$ cat src/rtl/agu_pkg.sv
package agu_pkg;
  typedef enum logic {DIR_RX = 1'b0, DIR_TX = 1'b1} dir_e;
endpackage

$ cat src/rtl/agu_rec_table.sv
module agu_rec_table #(
  parameter int NREC   = 2,
  parameter int REC_W  = 1,
  parameter int ADDR_W = 16,
  parameter int CH_W   = 4,
  parameter int BUF_W  = 8,
  parameter int CODE_W = 4
) (
  input  logic              clk,
  input  logic              we,
  input  logic [REC_W-1:0]  waddr,
  input  logic              w_dir,
  input  logic [ADDR_W-1:0] w_base,
  input  logic [CH_W-1:0]   w_chans,
  input  logic [BUF_W-1:0]  w_bufsz,
  input  logic [CODE_W-1:0] w_code,
  input  logic [REC_W-1:0]  w_link,
  input  logic [REC_W-1:0]  raddr,
  output logic              r_dir,
  output logic [ADDR_W-1:0] r_base,
  output logic [CH_W-1:0]   r_chans,
  output logic [BUF_W-1:0]  r_bufsz,
  output logic [CODE_W-1:0] r_code,
  output logic [REC_W-1:0]  r_link
);
  // small distributed storage, no reset so it maps to LUT RAM
  logic              dir_m   [NREC];
  logic [ADDR_W-1:0] base_m  [NREC];
  logic [CH_W-1:0]   chans_m [NREC];
  logic [BUF_W-1:0]  bufsz_m [NREC];
  logic [CODE_W-1:0] code_m  [NREC];
  logic [REC_W-1:0]  link_m  [NREC];

  always_ff @(posedge clk) begin
    if (we) begin
      dir_m[waddr]   <= w_dir;
      base_m[waddr]  <= w_base;
      chans_m[waddr] <= w_chans;
      bufsz_m[waddr] <= w_bufsz;
      code_m[waddr]  <= w_code;
      link_m[waddr]  <= w_link;
    end
  end

  assign r_dir   = dir_m[raddr];
  assign r_base  = base_m[raddr];
  assign r_chans = chans_m[raddr];
  assign r_bufsz = bufsz_m[raddr];
  assign r_code  = code_m[raddr];
  assign r_link  = link_m[raddr];
endmodule

$ cat src/rtl/agu_req_queue.sv
module agu_req_queue #(
  parameter int PEND_MAX = 2
) (
  input  logic clk,
  input  logic rst,
  input  logic en,
  input  logic req,
  input  logic grant,
  output logic has_pend,
  output logic ovf
);
  localparam int CNT_W = $clog2(PEND_MAX + 1);

  logic [CNT_W-1:0] cnt;
  logic             full;
  logic             take;

  always_comb begin
    full = (cnt == CNT_W'(PEND_MAX));
    take = en && req && (!full || grant);
  end

  always_ff @(posedge clk) begin
    if (rst) begin
      cnt <= '0;
      ovf <= 1'b0;
    end else begin
      cnt <= cnt + CNT_W'(take) - CNT_W'(grant);
      if (en && req && full && !grant) ovf <= 1'b1;
    end
  end

  assign has_pend = (cnt != '0);
endmodule

$ cat src/rtl/agu_addr_walk.sv
module agu_addr_walk
  import agu_pkg::*;
#(
  parameter int REC_W  = 1,
  parameter int ADDR_W = 16,
  parameter int CH_W   = 4,
  parameter int BUF_W  = 8,
  parameter int CODE_W = 4
) (
  input  logic              clk,
  input  logic              rst,
  input  logic              load,
  input  logic              step,
  input  dir_e              r_dir,
  input  logic [ADDR_W-1:0] r_base,
  input  logic [CH_W-1:0]   r_chans,
  input  logic [BUF_W-1:0]  r_bufsz,
  input  logic [CODE_W-1:0] r_code,
  input  logic [REC_W-1:0]  r_link,
  output logic [ADDR_W-1:0] cur_addr,
  output dir_e              cur_dir,
  output logic [CODE_W-1:0] cur_code,
  output logic [REC_W-1:0]  cur_link,
  output logic              blk_end
);
  localparam int PROD_W = BUF_W + CH_W;

  logic [CH_W-1:0]   ecnt, chans_q;
  logic [BUF_W-1:0]  fcnt;
  logic [ADDR_W-1:0] estr, fstr, estr_n, fstr_n;
  logic [PROD_W-1:0] span;

  // strides are computed once per record load, not per step
  always_comb begin
    span   = PROD_W'(r_bufsz) * PROD_W'(r_chans - CH_W'(1));
    estr_n = ADDR_W'({r_bufsz, 1'b0});
    fstr_n = ADDR_W'(2) - ADDR_W'({span, 1'b0});
  end

  assign blk_end = step && (ecnt == CH_W'(1)) && (fcnt == '0);

  always_ff @(posedge clk) begin
    if (rst) begin
      cur_addr <= '0;
      ecnt     <= '0;
      chans_q  <= '0;
      fcnt     <= '0;
      estr     <= '0;
      fstr     <= '0;
      cur_dir  <= DIR_RX;
      cur_code <= '0;
      cur_link <= '0;
    end else if (load || blk_end) begin
      cur_addr <= r_base;
      ecnt     <= r_chans;
      chans_q  <= r_chans;
      fcnt     <= r_bufsz - BUF_W'(1);
      estr     <= estr_n;
      fstr     <= fstr_n;
      cur_dir  <= r_dir;
      cur_code <= r_code;
      cur_link <= r_link;
    end else if (step) begin
      if (ecnt != CH_W'(1)) begin
        cur_addr <= cur_addr + estr;
        ecnt     <= ecnt - CH_W'(1);
      end else begin
        cur_addr <= cur_addr + fstr;
        ecnt     <= chans_q;
        fcnt     <= fcnt - BUF_W'(1);
      end
    end
  end
endmodule

$ cat src/rtl/dma_deinterleave_agu.sv
module dma_deinterleave_agu
  import agu_pkg::*;
#(
  parameter int          NREC       = 2,
  parameter int          ADDR_W     = 16,
  parameter int          CH_W       = 4,
  parameter int          BUF_W      = 8,
  parameter int          CODE_W     = 4,
  parameter int          PEND_MAX   = 2,
  parameter logic [15:0] FIXED_ADDR = 16'hF000,
  localparam int         REC_W      = (NREC > 1) ? $clog2(NREC) : 1
) (
  input  logic              clk,
  input  logic              rst,
  input  logic              load_en,
  input  logic [REC_W-1:0]  load_sel,
  input  logic              load_dir,
  input  logic [ADDR_W-1:0] load_base,
  input  logic [CH_W-1:0]   load_chans,
  input  logic [BUF_W-1:0]  load_bufsz,
  input  logic [CODE_W-1:0] load_code,
  input  logic [REC_W-1:0]  load_link,
  input  logic              start,
  input  logic [REC_W-1:0]  start_sel,
  input  logic              req,
  output logic [ADDR_W-1:0] src_addr,
  output logic [ADDR_W-1:0] dst_addr,
  output logic              xfer_valid,
  output logic              done_irq,
  output logic [CODE_W-1:0] done_code,
  output logic              ovf,
  output logic              busy
);
  localparam logic [ADDR_W-1:0] FIX = ADDR_W'(FIXED_ADDR);

  logic              busy_q, cool_q, issue, has_pend, go, blk_end;
  logic [REC_W-1:0]  rd_sel, cur_link;
  logic              t_dir;
  logic [ADDR_W-1:0] t_base, cur_addr;
  logic [CH_W-1:0]   t_chans;
  logic [BUF_W-1:0]  t_bufsz;
  logic [CODE_W-1:0] t_code, cur_code;
  logic [REC_W-1:0]  t_link;
  dir_e              cur_dir;

  assign go     = start && !busy_q;
  assign rd_sel = busy_q ? cur_link : start_sel;
  assign issue  = busy_q && has_pend && !cool_q;

  agu_rec_table #(
    .NREC(NREC), .REC_W(REC_W), .ADDR_W(ADDR_W),
    .CH_W(CH_W), .BUF_W(BUF_W), .CODE_W(CODE_W)
  ) u_table (
    .clk(clk), .we(load_en && !busy_q), .waddr(load_sel),
    .w_dir(load_dir), .w_base(load_base), .w_chans(load_chans),
    .w_bufsz(load_bufsz), .w_code(load_code), .w_link(load_link),
    .raddr(rd_sel), .r_dir(t_dir), .r_base(t_base), .r_chans(t_chans),
    .r_bufsz(t_bufsz), .r_code(t_code), .r_link(t_link)
  );

  agu_req_queue #(.PEND_MAX(PEND_MAX)) u_queue (
    .clk(clk), .rst(rst), .en(busy_q), .req(req), .grant(issue),
    .has_pend(has_pend), .ovf(ovf)
  );

  agu_addr_walk #(
    .REC_W(REC_W), .ADDR_W(ADDR_W), .CH_W(CH_W),
    .BUF_W(BUF_W), .CODE_W(CODE_W)
  ) u_walk (
    .clk(clk), .rst(rst), .load(go), .step(issue),
    .r_dir(dir_e'(t_dir)), .r_base(t_base), .r_chans(t_chans),
    .r_bufsz(t_bufsz), .r_code(t_code), .r_link(t_link),
    .cur_addr(cur_addr), .cur_dir(cur_dir), .cur_code(cur_code),
    .cur_link(cur_link), .blk_end(blk_end)
  );

  always_ff @(posedge clk) begin
    if (rst) begin
      busy_q     <= 1'b0;
      cool_q     <= 1'b0;
      xfer_valid <= 1'b0;
      done_irq   <= 1'b0;
      done_code  <= '0;
      src_addr   <= '0;
      dst_addr   <= '0;
    end else begin
      if (go) busy_q <= 1'b1;
      cool_q     <= issue;
      xfer_valid <= issue;
      done_irq   <= blk_end;
      if (blk_end) done_code <= cur_code;
      if (issue) begin
        src_addr <= (cur_dir == DIR_TX) ? cur_addr : FIX;
        dst_addr <= (cur_dir == DIR_RX) ? cur_addr : FIX;
      end
    end
  end

  assign busy = busy_q;
endmodule

$ cat config.mk
export PLATFORM = sky130hd
export DESIGN_NAME = dma_deinterleave_agu
export DESIGN_NICKNAME = d
export VERILOG_FILES = /design/src/rtl/agu_pkg.sv /design/src/rtl/agu_rec_table.sv /design/src/rtl/agu_req_queue.sv /design/src/rtl/agu_addr_walk.sv /design/src/rtl/dma_deinterleave_agu.sv
export SDC_FILE = /design/constraint.sdc
export NUM_CORES = 1
export LEC_CHECK = 0
export BUFFER_PORTS_ARGS = -buffer_cell sky130_fd_sc_hd__buf_2
export CAP_MARGIN = 20
export CORE_ASPECT_RATIO = 0.5
export CORE_MARGIN = 2
export CORE_UTILIZATION = 45
export DETAILED_ROUTE_END_ITERATION = 6
export GPL_TIMING_DRIVEN = 0
export MAX_ROUTING_LAYER = met4
export PLACE_DENSITY = 0.68
export SYNTH_ARGS = -nofsm -noshare
export SYNTH_HDL_FRONTEND = slang
export SYNTH_SLANG_ARGS = --single-unit
$ cat constraint.sdc
create_clock -name clk -period 6.9 [get_ports clk]
set_clock_uncertainty 0.15 [all_clocks]
set_input_delay 1.035 -clock clk [delete_from_list [all_inputs] [get_ports clk]]
set_output_delay 1.035 -clock clk [all_outputs]
set_load 0.02 [all_outputs]
==> results_dict.tcl, run 1 <==
set metrics [dict create \
    status "complete, no violations" \
    hold_buffers 0 \
    worst-setup-path-type "primary input to flip-flop" \
    die_w_um 205.7 \
    synth_top_area_cell "edfxtp_1" \
    grt_overflow_total 0 \
    endpoint_kind "flip-flop" \
    drc 0 \
    worst_pin_slew_ps 863.1 \
    cts.path.max_buffers 2 \
    ir_drop_uv 159.6 \
    netlist.area_leader.share_pct 22.30 \
    ys_seq_area_share_pct 44.38 \
    clkTransAtPathRegs_ps 70 \
    num_rows 36 \
    p_leak_uw 0.004403 \
    yosys-top-cells-count "101 x dfxtp_1, 100 x nor2_1, 95 x nand2_1, 69 x inv_1, 68 x edfxtp_1" \
    grt_pass1_vias 7111 \
    die_area_um2 21570 \
    fmax_mhz 150.4 \
    synthArstFlopShare_pct 0 \
    stdcell_count 1322 \
    detail_route.first_pass.iterations 5 \
    ios 81 \
    finalHoldViolations 0 \
    syn_inst 938 \
    hold_class "flip-flop to flip-flop" \
    cp_max_fo 10 \
    numPortBuffers 79 \
    netlist_top_cells_area "edfxtp_1 22%, dfxtp_1 22%, fa_1 7.4%" \
    required_ps 7120 \
    yosys_warnings 0 \
    post-place-cells 1286 \
    yosys.cell_types.count 55 \
    synth_ff_type "dfxtp_1" \
    setup_viol 0 \
    initial_utilization_pct 46.52 \
    relSlewSlack_pct 40.81 \
    vias 7211 \
    drive_gt1_share_pct 14.79 \
    area_delta_synth_final_pct 16.45 \
    cp-startpoint "start_sel" \
    synth-edff-count 68 \
    grtUsageTotal_pct 22.98 \
    post-route-util_pct 54.17 \
    period_needed_ps 6650 \
    final_area_um2 10660 \
    syn_area_per_cell_um2 9.761 \
    drv_cap 0 \
    antenna_found_initial 1 \
    gp_congestion 0.9163 \
    die_h_um 104.9 \
    syn_nets 1054 \
    clock-sinks 169 \
    grt_max_degree 35 \
    core-area_um2 19680 \
    syn_area_um2 9156 \
    vias_per_cell 5.455 \
    start_kind "primary input" \
    final.period_utilization_pct 96.38 \
    dp_hpwl_um 17520 \
    clock_latency_ps 440 \
    slew_viol_final 0 \
    cts_inserted_buffers 17 \
    p_total_uw 3062 \
    drtIter0Drc 459 \
    routed_wl_um 23130 \
    regToRegStartpoint "busy$_SDFFE_PP0P_" \
    cts_tree "yes" \
    power_per_cell_area_nw_per_um2 287.2 \
    cp.arrival_ps 6870 \
    min_from "dst_addr[4]$_SDFFE_PP0P_" \
    drtAntennaViolNets 0 \
    synth.most_common_cell "dfxtp_1" \
    holdWs_ps 301.4 \
    cts_root_buffer "clkbuf_16" \
    nets 1158 \
    htreeDepth 4 \
    placedInstanceArea_um2 9927 \
    wl_per_cell_um 17.50 \
    ys_seq_elements 169 \
    grt_pass1_wl_um 36910 \
]
-- where the power goes --
group	internal (uW)	total [uW]	switching (uW)	leakage, uW
Sequential	1120	1170	51.1	0.00146
Combinational	384	973	589	0.00267
Clock	507	923	416	0.000275
Total	2010	3060	1060	0.00440
-- cells by family (layout without fill, tap and decap cells) --
family	count (synthesis)	in the layout	share of synthesized area (%)
other cells	0	1	0
fa+ha+maj	75	75	13.04
xor+xnor	49	49	4.837
mux	41	41	4.564
flops	169	169	44.38
compound gates	154	154	11.03
buf+inv	118	235	4.947
simple gates	332	332	17.20
-- what timing repair did --
| item | in CTS | in global routing |
|---|---|---|
| resized for setup | 13 | 14 |
| buffers inserted | 0 | 2 |
| cloned | 0 | 0 |
| pin swaps | 0 | 2 |
| setup endpoints to repair | 6 | 5 |
-- final cells by class --
cell class              instances  area [um^2]
plain buffers                  49        211.5
fillers                      1744         9021
multi-input cells             651         4776
clock inverters                11        83.83
clock buffers                  21        481.7
well taps                     266        332.8
flip-flops and latches        169         4064
inverters                      69        259.0
repair buffers                 85        451.7
diodes                          1        2.502
-- metrics by stage --
stage	worst slack, ps	TNS, ps
finish	249.6	0
CTS	2.365	0
floorplan	95.11	0
detailed placement	-1158	-5535
global placement	-1172	-5531
global route	-30.19	-30.19
-- critical path, cell delays in order --
cell,delay (ps)
buf_2,110
mux2i_4,210
clkbuf_8,230
mux2_4,370
inv_2,130
nand2_1,90
or3_1,330
a21oi_2,190
a21oi_4,90
or2_2,330
fa_1,390
fa_1,500
fa_1,440
fa_1,540
inv_1,40
ha_1,360
a21oi_2,190
xnor2_1,130
or3b_2,530
nor3_4,240
xnor2_1,140
nand2_1,80
a21oi_1,150
-- final timing paths --
kind / to / slack [ps] / cells past startpoint
min reg2reg: dst_addr[4]$_SDFFE_PP0P_ / 300 / 2
max reg2reg: u_walk.fstr[11]$_SDFFE_PP0N_ / 310 / 23
max: u_walk.fstr[11]$_SDFFE_PP0N_ / 250 / 23
min: dst_addr[4]$_SDFFE_PP0P_ / 300 / 2
-- registers in the layout (all words and copies together) (netlist names), 2 cells and up --
name / cells
u_walk.chans_q: 4
u_table.base_m: 32
src_addr: 16
u_walk.cur_code: 4
u_table.bufsz_m: 16
u_table.code_m: 8
u_table.dir_m: 2
u_walk.fstr: 13
dst_addr: 16
u_queue.cnt: 2
u_table.link_m: 2
u_walk.estr: 8
u_walk.ecnt: 4
u_walk.cur_addr: 16
u_walk.fcnt: 8
u_table.chans_m: 8
done_code: 4
-- layout by cell type (no fill, tap or decap), drive strengths merged, types with 5 or more instances in the layout --
| cell | n |
|---|---|
| or3 | 6 |
| nand3 | 22 |
| inv | 74 |
| nor3 | 31 |
| nand2b | 12 |
| a311oi | 5 |
| nor2 | 100 |
| dfxtp | 101 |
| clkbuf | 63 |
| buf | 92 |
| nor3b | 9 |
| edfxtp | 68 |
| a21oi | 53 |
| xor2 | 17 |
| mux2i | 35 |
| and2 | 6 |
| and3 | 10 |
| o21ai | 17 |
| nand2 | 95 |
| a211oi | 49 |
| fa | 34 |
| or3b | 6 |
| ha | 41 |
| xnor2 | 31 |
| nand3b | 14 |
| a21o | 5 |
| nor2b | 10 |
| mux2 | 6 |
-- per-layer routing --
metal / GRT usage, % / wire [um] / vias up
li1: - / - / 3445
met1: 30.67 / 11040 / 3544
met2: 35.74 / 10590 / 187
met3: 4.336 / 1155 / 35
met4: 6.629 / 346 / 0
met5: - / 0 / -
(Power assumes the default switching activity.)
==> inputs of run 2 (changes only) <==
--- a/config.mk
+++ b/config.mk
@@ -14,6 +14,7 @@
 export GPL_TIMING_DRIVEN = 0
 export MAX_ROUTING_LAYER = met4
 export PLACE_DENSITY = 0.68
+export RECOVER_POWER = 50
 export SYNTH_ARGS = -nofsm -noshare
 export SYNTH_HDL_FRONTEND = slang
 export SYNTH_SLANG_ARGS = --single-unit
==> run 2 against run 1 <==
The flow now finishes with violations (capacitance limit, slew limit). First-iteration DRC count rose by 2.4%. Register-to-register slack better by 20 ps. Clock-buffer cell count did not move. Final cell count unchanged. Flip-flop and latch count is the same. Total power about the same. Sequential share of layout area is 0.18 points higher. Combinational power is essentially flat. Global-route usage unchanged. Hold slack barely moved. Clock power about the same. Sequential power about the same. Largest power group unchanged.
==> results_dict.tcl, run 2 (synthesized netlist as in run 1, its figures left out) <==
set metrics [dict create \
    status "finished, violations left" \
    violations "capacitance limit, slew limit" \
    clock-sinks 169 \
    core-area_um2 19680 \
    num_rows 36 \
    cp-startpoint "start_sel" \
    die_area_um2 21570 \
    drv_cap 1 \
    initial_utilization_pct 46.52 \
    ios 81 \
    antenna_found_initial 1 \
    grt_pass1_vias 7111 \
    top_register "u_table.base_m" \
    post-place-cells 1286 \
    relSlewSlack_pct -11.34 \
    wl_per_cell_um 17.54 \
    post-route-util_pct 53.92 \
    die_h_um 104.9 \
    clkTransAtPathRegs_ps 70 \
    worst-setup-path-type "primary input to flip-flop" \
    p_leak_uw 0.004343 \
    stdcell_count 1322 \
    detail_route.first_pass.iterations 7 \
    hold_buffers 0 \
    required_ps 7120 \
    worst_pin_slew_ps 1670 \
    routed_wl_um 23190 \
    grtUsageTotal_pct 22.98 \
    vias_per_cell 5.446 \
    htreeDepth 4 \
    min_from "dst_addr[4]$_SDFFE_PP0P_" \
    holdWs_ps 301.4 \
    drc 0 \
    grt_overflow_total 0 \
    die_w_um 205.7 \
    numPortBuffers 79 \
    cts.path.max_buffers 2 \
    regToRegStartpoint "busy$_SDFFE_PP0P_" \
    setup_tns_ps 0 \
    grt_max_degree 35 \
    dp_hpwl_um 17520 \
    period_needed_ps 6638 \
    layout_common_cells "101 x dfxtp_1, 100 x nor2_1, 95 x nand2_1" \
    drtAntennaViolNets 0 \
    pre_cts_ws_ps -1158 \
    nets 1158 \
    power_per_cell_area_nw_per_um2 288.7 \
    clock_latency_ps 440 \
    ir_drop_uv 159.9 \
    final.period_utilization_pct 96.20 \
    cp_max_fo 10 \
    slew_viol_final 35 \
    drive_gt1_share_pct 12.80 \
    gp_congestion 0.9163 \
    layout_setup_ws_ps 262.2 \
    cts_inserted_buffers 17 \
    largest_reg_flops 32 \
    vias 7200 \
    hold_class "flip-flop to flip-flop" \
    cts_root_buffer "clkbuf_16" \
    cp.arrival_ps 6850 \
    mostFrequentLayoutCell "dfxtp_1" \
    setup_viol 0 \
    fmax_mhz 150.7 \
    finalHoldViolations 0 \
    endpoint_kind "flip-flop" \
    grt_pass1_wl_um 36910 \
    start_kind "primary input" \
    drtIter0Drc 470 \
    area_delta_synth_final_pct 15.92 \
    cts_tree "yes" \
]
## run 2: changes by cell type in the layout (fill, tap and decap cells not counted), sizes merged
cell,delta
buf,-20
clkbuf,+20
## run 2: final timing paths
check | end | slack, ps | cells past startpoint
hold / removal | dst_addr[4]$_SDFFE_PP0P_ | 300 | 2
setup / recovery | u_walk.fstr[11]$_SDFFE_PP0N_ | 260 | 23
setup reg to reg | u_walk.fstr[11]$_SDFFE_PP0N_ | 330 | 23
hold reg to reg | dst_addr[4]$_SDFFE_PP0P_ | 300 | 2
## run 2: worst max-delay path: stages
cell,delay (ps)
buf_2,110
mux2i_4,200
clkbuf_8,230
mux2_4,370
inv_2,130
nand2_1,100
or3_1,330
a21oi_2,190
a21oi_4,90
or2_2,330
fa_1,390
fa_1,500
fa_1,440
fa_1,540
inv_1,40
ha_1,360
a21oi_2,190
xnor2_1,130
or3b_2,520
nor3_4,240
xnor2_1,140
nand2_1,80
a21oi_1,150
## run 2: through the flow
| stage | area [um^2] | total power, uW |
|---|---|---|
| floorplan | 9159 | 1858 |
| global placement | 9887 | 2067 |
| detailed placement | 9927 | 2093 |
| CTS | 10550 | 3030 |
| global route | 10610 | 3245 |
| finish | 10610 | 3064 |
## run 2: where the power goes
group	switching [uW]	internal (uW)
clock network	418	507
logic	591	381
registers	51.1	1120
## run 2: cell type report
cell class                      count  area (um^2)
Antenna cell                        1        2.502
Multi-Input combinational cell    651         4770
Tap cell                          266        332.8
Clock buffer                       21        481.7
Sequential cell                   169         4064
Inverter                           69        259.0
Timing Repair Buffer               85        409.1
Clock inverter                     11        83.83
Fill cell                        1761         9070
Buffer                             49        211.5
## run 2: what timing repair did
| action | 4_1_cts | 5_1_grt |
|---|---|---|
| pin swaps | 0 | 2 |
| cloned | 0 | 0 |
| resized for setup | 13 | 14 |
| setup buffers | 0 | 2 |
| setup endpoints to repair | 6 | 5 |
## run 2: layer usage
metal,up-vias,global-route usage [%],routed length [um]
li1,3450,-,-
met1,3529,30.67,10870
met2,193,35.74,10620
met3,28,4.336,1395
met4,0,6.629,299
met5,-,-,0
==> inputs of run 3 (changes only) <==
--- a/config.mk
+++ b/config.mk
@@ -9,11 +9,12 @@
 export CAP_MARGIN = 20
 export CORE_ASPECT_RATIO = 0.5
 export CORE_MARGIN = 2
-export CORE_UTILIZATION = 45
+export CORE_UTILIZATION = 54
+export CTS_CLUSTER_SIZE = 40
 export DETAILED_ROUTE_END_ITERATION = 6
 export GPL_TIMING_DRIVEN = 0
 export MAX_ROUTING_LAYER = met4
-export PLACE_DENSITY = 0.68
+export PLACE_DENSITY = 0.79
 export RECOVER_POWER = 50
 export SYNTH_ARGS = -nofsm -noshare
 export SYNTH_HDL_FRONTEND = slang
==> run 3 against run 2 <==
The flow still finishes with violations (capacitance limit, slew limit). Total power rose by 2.9%. Non-clock buffer count down 1. Utilization is 11 points higher. Critical path type unchanged.
==> results_dict.tcl, run 3 (synthesized netlist as in run 1, its figures left out) <==
set metrics [dict create \
    status "finished, violations left" \
    violations "capacitance limit, slew limit" \
    gp_congestion 0.9081 \
    power_per_cell_area_nw_per_um2 296.6 \
    highest_layer "met4" \
    holdPathEnd "dst_addr[1]$_SDFFE_PP0P_" \
    worst_pin_slew_ps 1557 \
    finalHoldViolations 0 \
    grt_pass1_wl_um 35770 \
    cp_max_fo 10 \
    grtUsageTotal_pct 26.68 \
    mostFrequentLayoutCell "dfxtp_1" \
    grt_overflow_total 0 \
    largest_reg_flops 32 \
    antenna_found_initial 0 \
    drtIter0Drc 627 \
    cts_tree "yes" \
    hold_buffers 0 \
    regArea_um2 4064 \
    multi_input_area_um2 4762 \
    cts_inserted_buffers 17 \
    final_area_um2 10630 \
    worst-setup-path-type "primary input to flip-flop" \
    setup_viol 0 \
    hold_class "flip-flop to flip-flop" \
    clkTransAtPathRegs_ps 80 \
    route.met3.wl_um 1577 \
    post-route-util_pct 64.49 \
    die_w_um 188.2 \
    layout_setup_ws_ps 227.7 \
    placedInstanceArea_um2 9874 \
    drtAntennaViolNets 0 \
    drv_cap 1 \
    ff2ff_path_depth 23 \
    area_delta_synth_final_pct 16.04 \
    min_from "dst_addr[1]$_SDFFE_PP0P_" \
    grt_max_degree 35 \
    slowest_stage "fa_1" \
    core-area_um2 16470 \
    slew_viol_final 35 \
    htreeDepth 4 \
    vias_per_cell 5.717 \
    die_h_um 96.08 \
    numPortBuffers 79 \
    met1Wirelength_um 10120 \
    fmax_mhz 149.9 \
    ir_drop_uv 223.5 \
    detail_route.first_pass.iterations 5 \
    routed_wl_um 23040 \
    wl_per_cell_um 17.99 \
    grt_pass1_vias 7041 \
    initial_utilization_pct 55.58 \
    max_stage_delay_ps 550 \
    regToRegStartpoint "busy$_SDFFE_PP0P_" \
    endpoint_kind "flip-flop" \
    setup_tns_ps 0 \
    p_leak_uw 0.004327 \
    final.period_utilization_pct 96.70 \
    pre_cts_ws_ps -1253 \
    clock-sinks 169 \
    required_ps 7110 \
    holdPathStages 2 \
    clock_latency_ps 430 \
    n_antenna_cell 0 \
    r2r-end "u_walk.fstr[11]$_SDFFE_PP0N_" \
    nets 1157 \
    dp_hpwl_um 16930 \
    cts_root_buffer "clkbuf_16" \
    top_register "u_table.base_m" \
    period_needed_ps 6672 \
    drive_gt1_share_pct 11.57 \
    ios 81 \
    worstPathCellList "buf_2 > mux2i_4 > buf_8 > buf_6 > mux2i_4 > nand2_1 > or3_1 > a21oi_2 > a21oi_4 > or2_2 > fa_1 > fa_1 > fa_1 > fa_1 > inv_1 > ha_1 > a21oi_2 > xnor2_1 > or3b_2 > nor3_4 > xnor2_1 > nand2_1 > a21oi_1" \
    relSlewSlack_pct -3.787 \
    start_kind "primary input" \
    die_area_um2 18080 \
    num_rows 33 \
    dr_wl_met2_um 10920 \
    cp.arrival_ps 6890 \
    drc 0 \
    crit_path_frequent_cell "fa_1" \
    r2r_slack_ps 290 \
    layout_common_cells "101 x dfxtp_1, 100 x nor2_1, 95 x nand2_1" \
    fillers 1314 \
    vias 7324 \
    cts.path.max_buffers 2 \
]
run 3: cell count changes in the layout (fill, tap and decap cells not counted), sizes merged:
| cell | previous run | this run |
|---|---|---|
| buf | 72 | 60 |
| clkbuf | 83 | 90 |
| clkinv | 3 | 9 |
| clkinvlp | 3 | 0 |
| bufinv | 0 | 1 |
| diode | 1 | 0 |
run 3: how the worst max path moves through the flow:
stage | cells past startpoint | endpoint | start | slack (ps)
floorplan | 21 | u_walk.fstr[14]$_SDFFE_PP0N_ | start_sel | 100
global placement | 24 | u_walk.fstr[14]$_SDFFE_PP0N_ | start_sel | -1060
global route | 23 | u_walk.fstr[11]$_SDFFE_PP0N_ | start_sel | -7
finish | 23 | u_walk.fstr[11]$_SDFFE_PP0N_ | start_sel | 230
CTS | 22 | u_walk.fstr[14]$_SDFFE_PP0N_ | start_sel | 20
detailed placement | 24 | u_walk.fstr[14]$_SDFFE_PP0N_ | start_sel | -1250
run 3: routing by layer:
layer | global-route usage, % | vias to the layer above
met5 | - | -
met4 | 9.580 | 0
met3 | 4.375 | 45
met2 | 42.93 | 269
met1 | 34.70 | 3553
li1 | - | 3457
run 3: timing repair:
item                       CTS  global route
pin swaps                    0             1
setup endpoints to repair    6             4
setup buffers                0             1
resized for setup           15            13
run 3: final cells by class:
cell class | count | share of cell area [%]
multi-input combinational | 651 | 44.82
tap | 227 | 2.673
clock inverter | 15 | 2.120
timing repair buffer | 84 | 3.698
clock buffer | 17 | 4.004
inverter | 69 | 2.438
sequential | 169 | 38.25
buffer | 49 | 2.002
run 3: through the flow:
| step | total power (uW) | hold slack [ps] | cells |
|---|---|---|---|
| finish | 3152 | 302.5 | 1281 |
| global route | 3318 | 322.2 | 1281 |
| CTS | 3109 | 304.1 | 1279 |
| detailed placement | 2084 | 293.3 | 1247 |
| global placement | 2047 | 286.9 | 1244 |
| floorplan | 1858 | 277.3 | 938 |
run 3: power breakdown:
| group | leakage (uW) | total, uW | internal [uW] | switching, uW |
|---|---|---|---|---|
| sequential | 0.00146 | 1170 | 1120 | 52.5 |
| clock | 0.000311 | 1020 | 535 | 481 |
| combinational | 0.00256 | 968 | 379 | 589 |
run 3: worst max-delay path: cells and delay by family:
family | cells | cell delay, ps
adder cells (fa/ha/maj) | 5 | 2260
AO/OA/AOI/OAI | 4 | 650
buffers and inverters | 4 | 520
AND/OR/NAND/NOR | 6 | 1650
XOR/XNOR | 2 | 270
multiplexers | 2 | 490
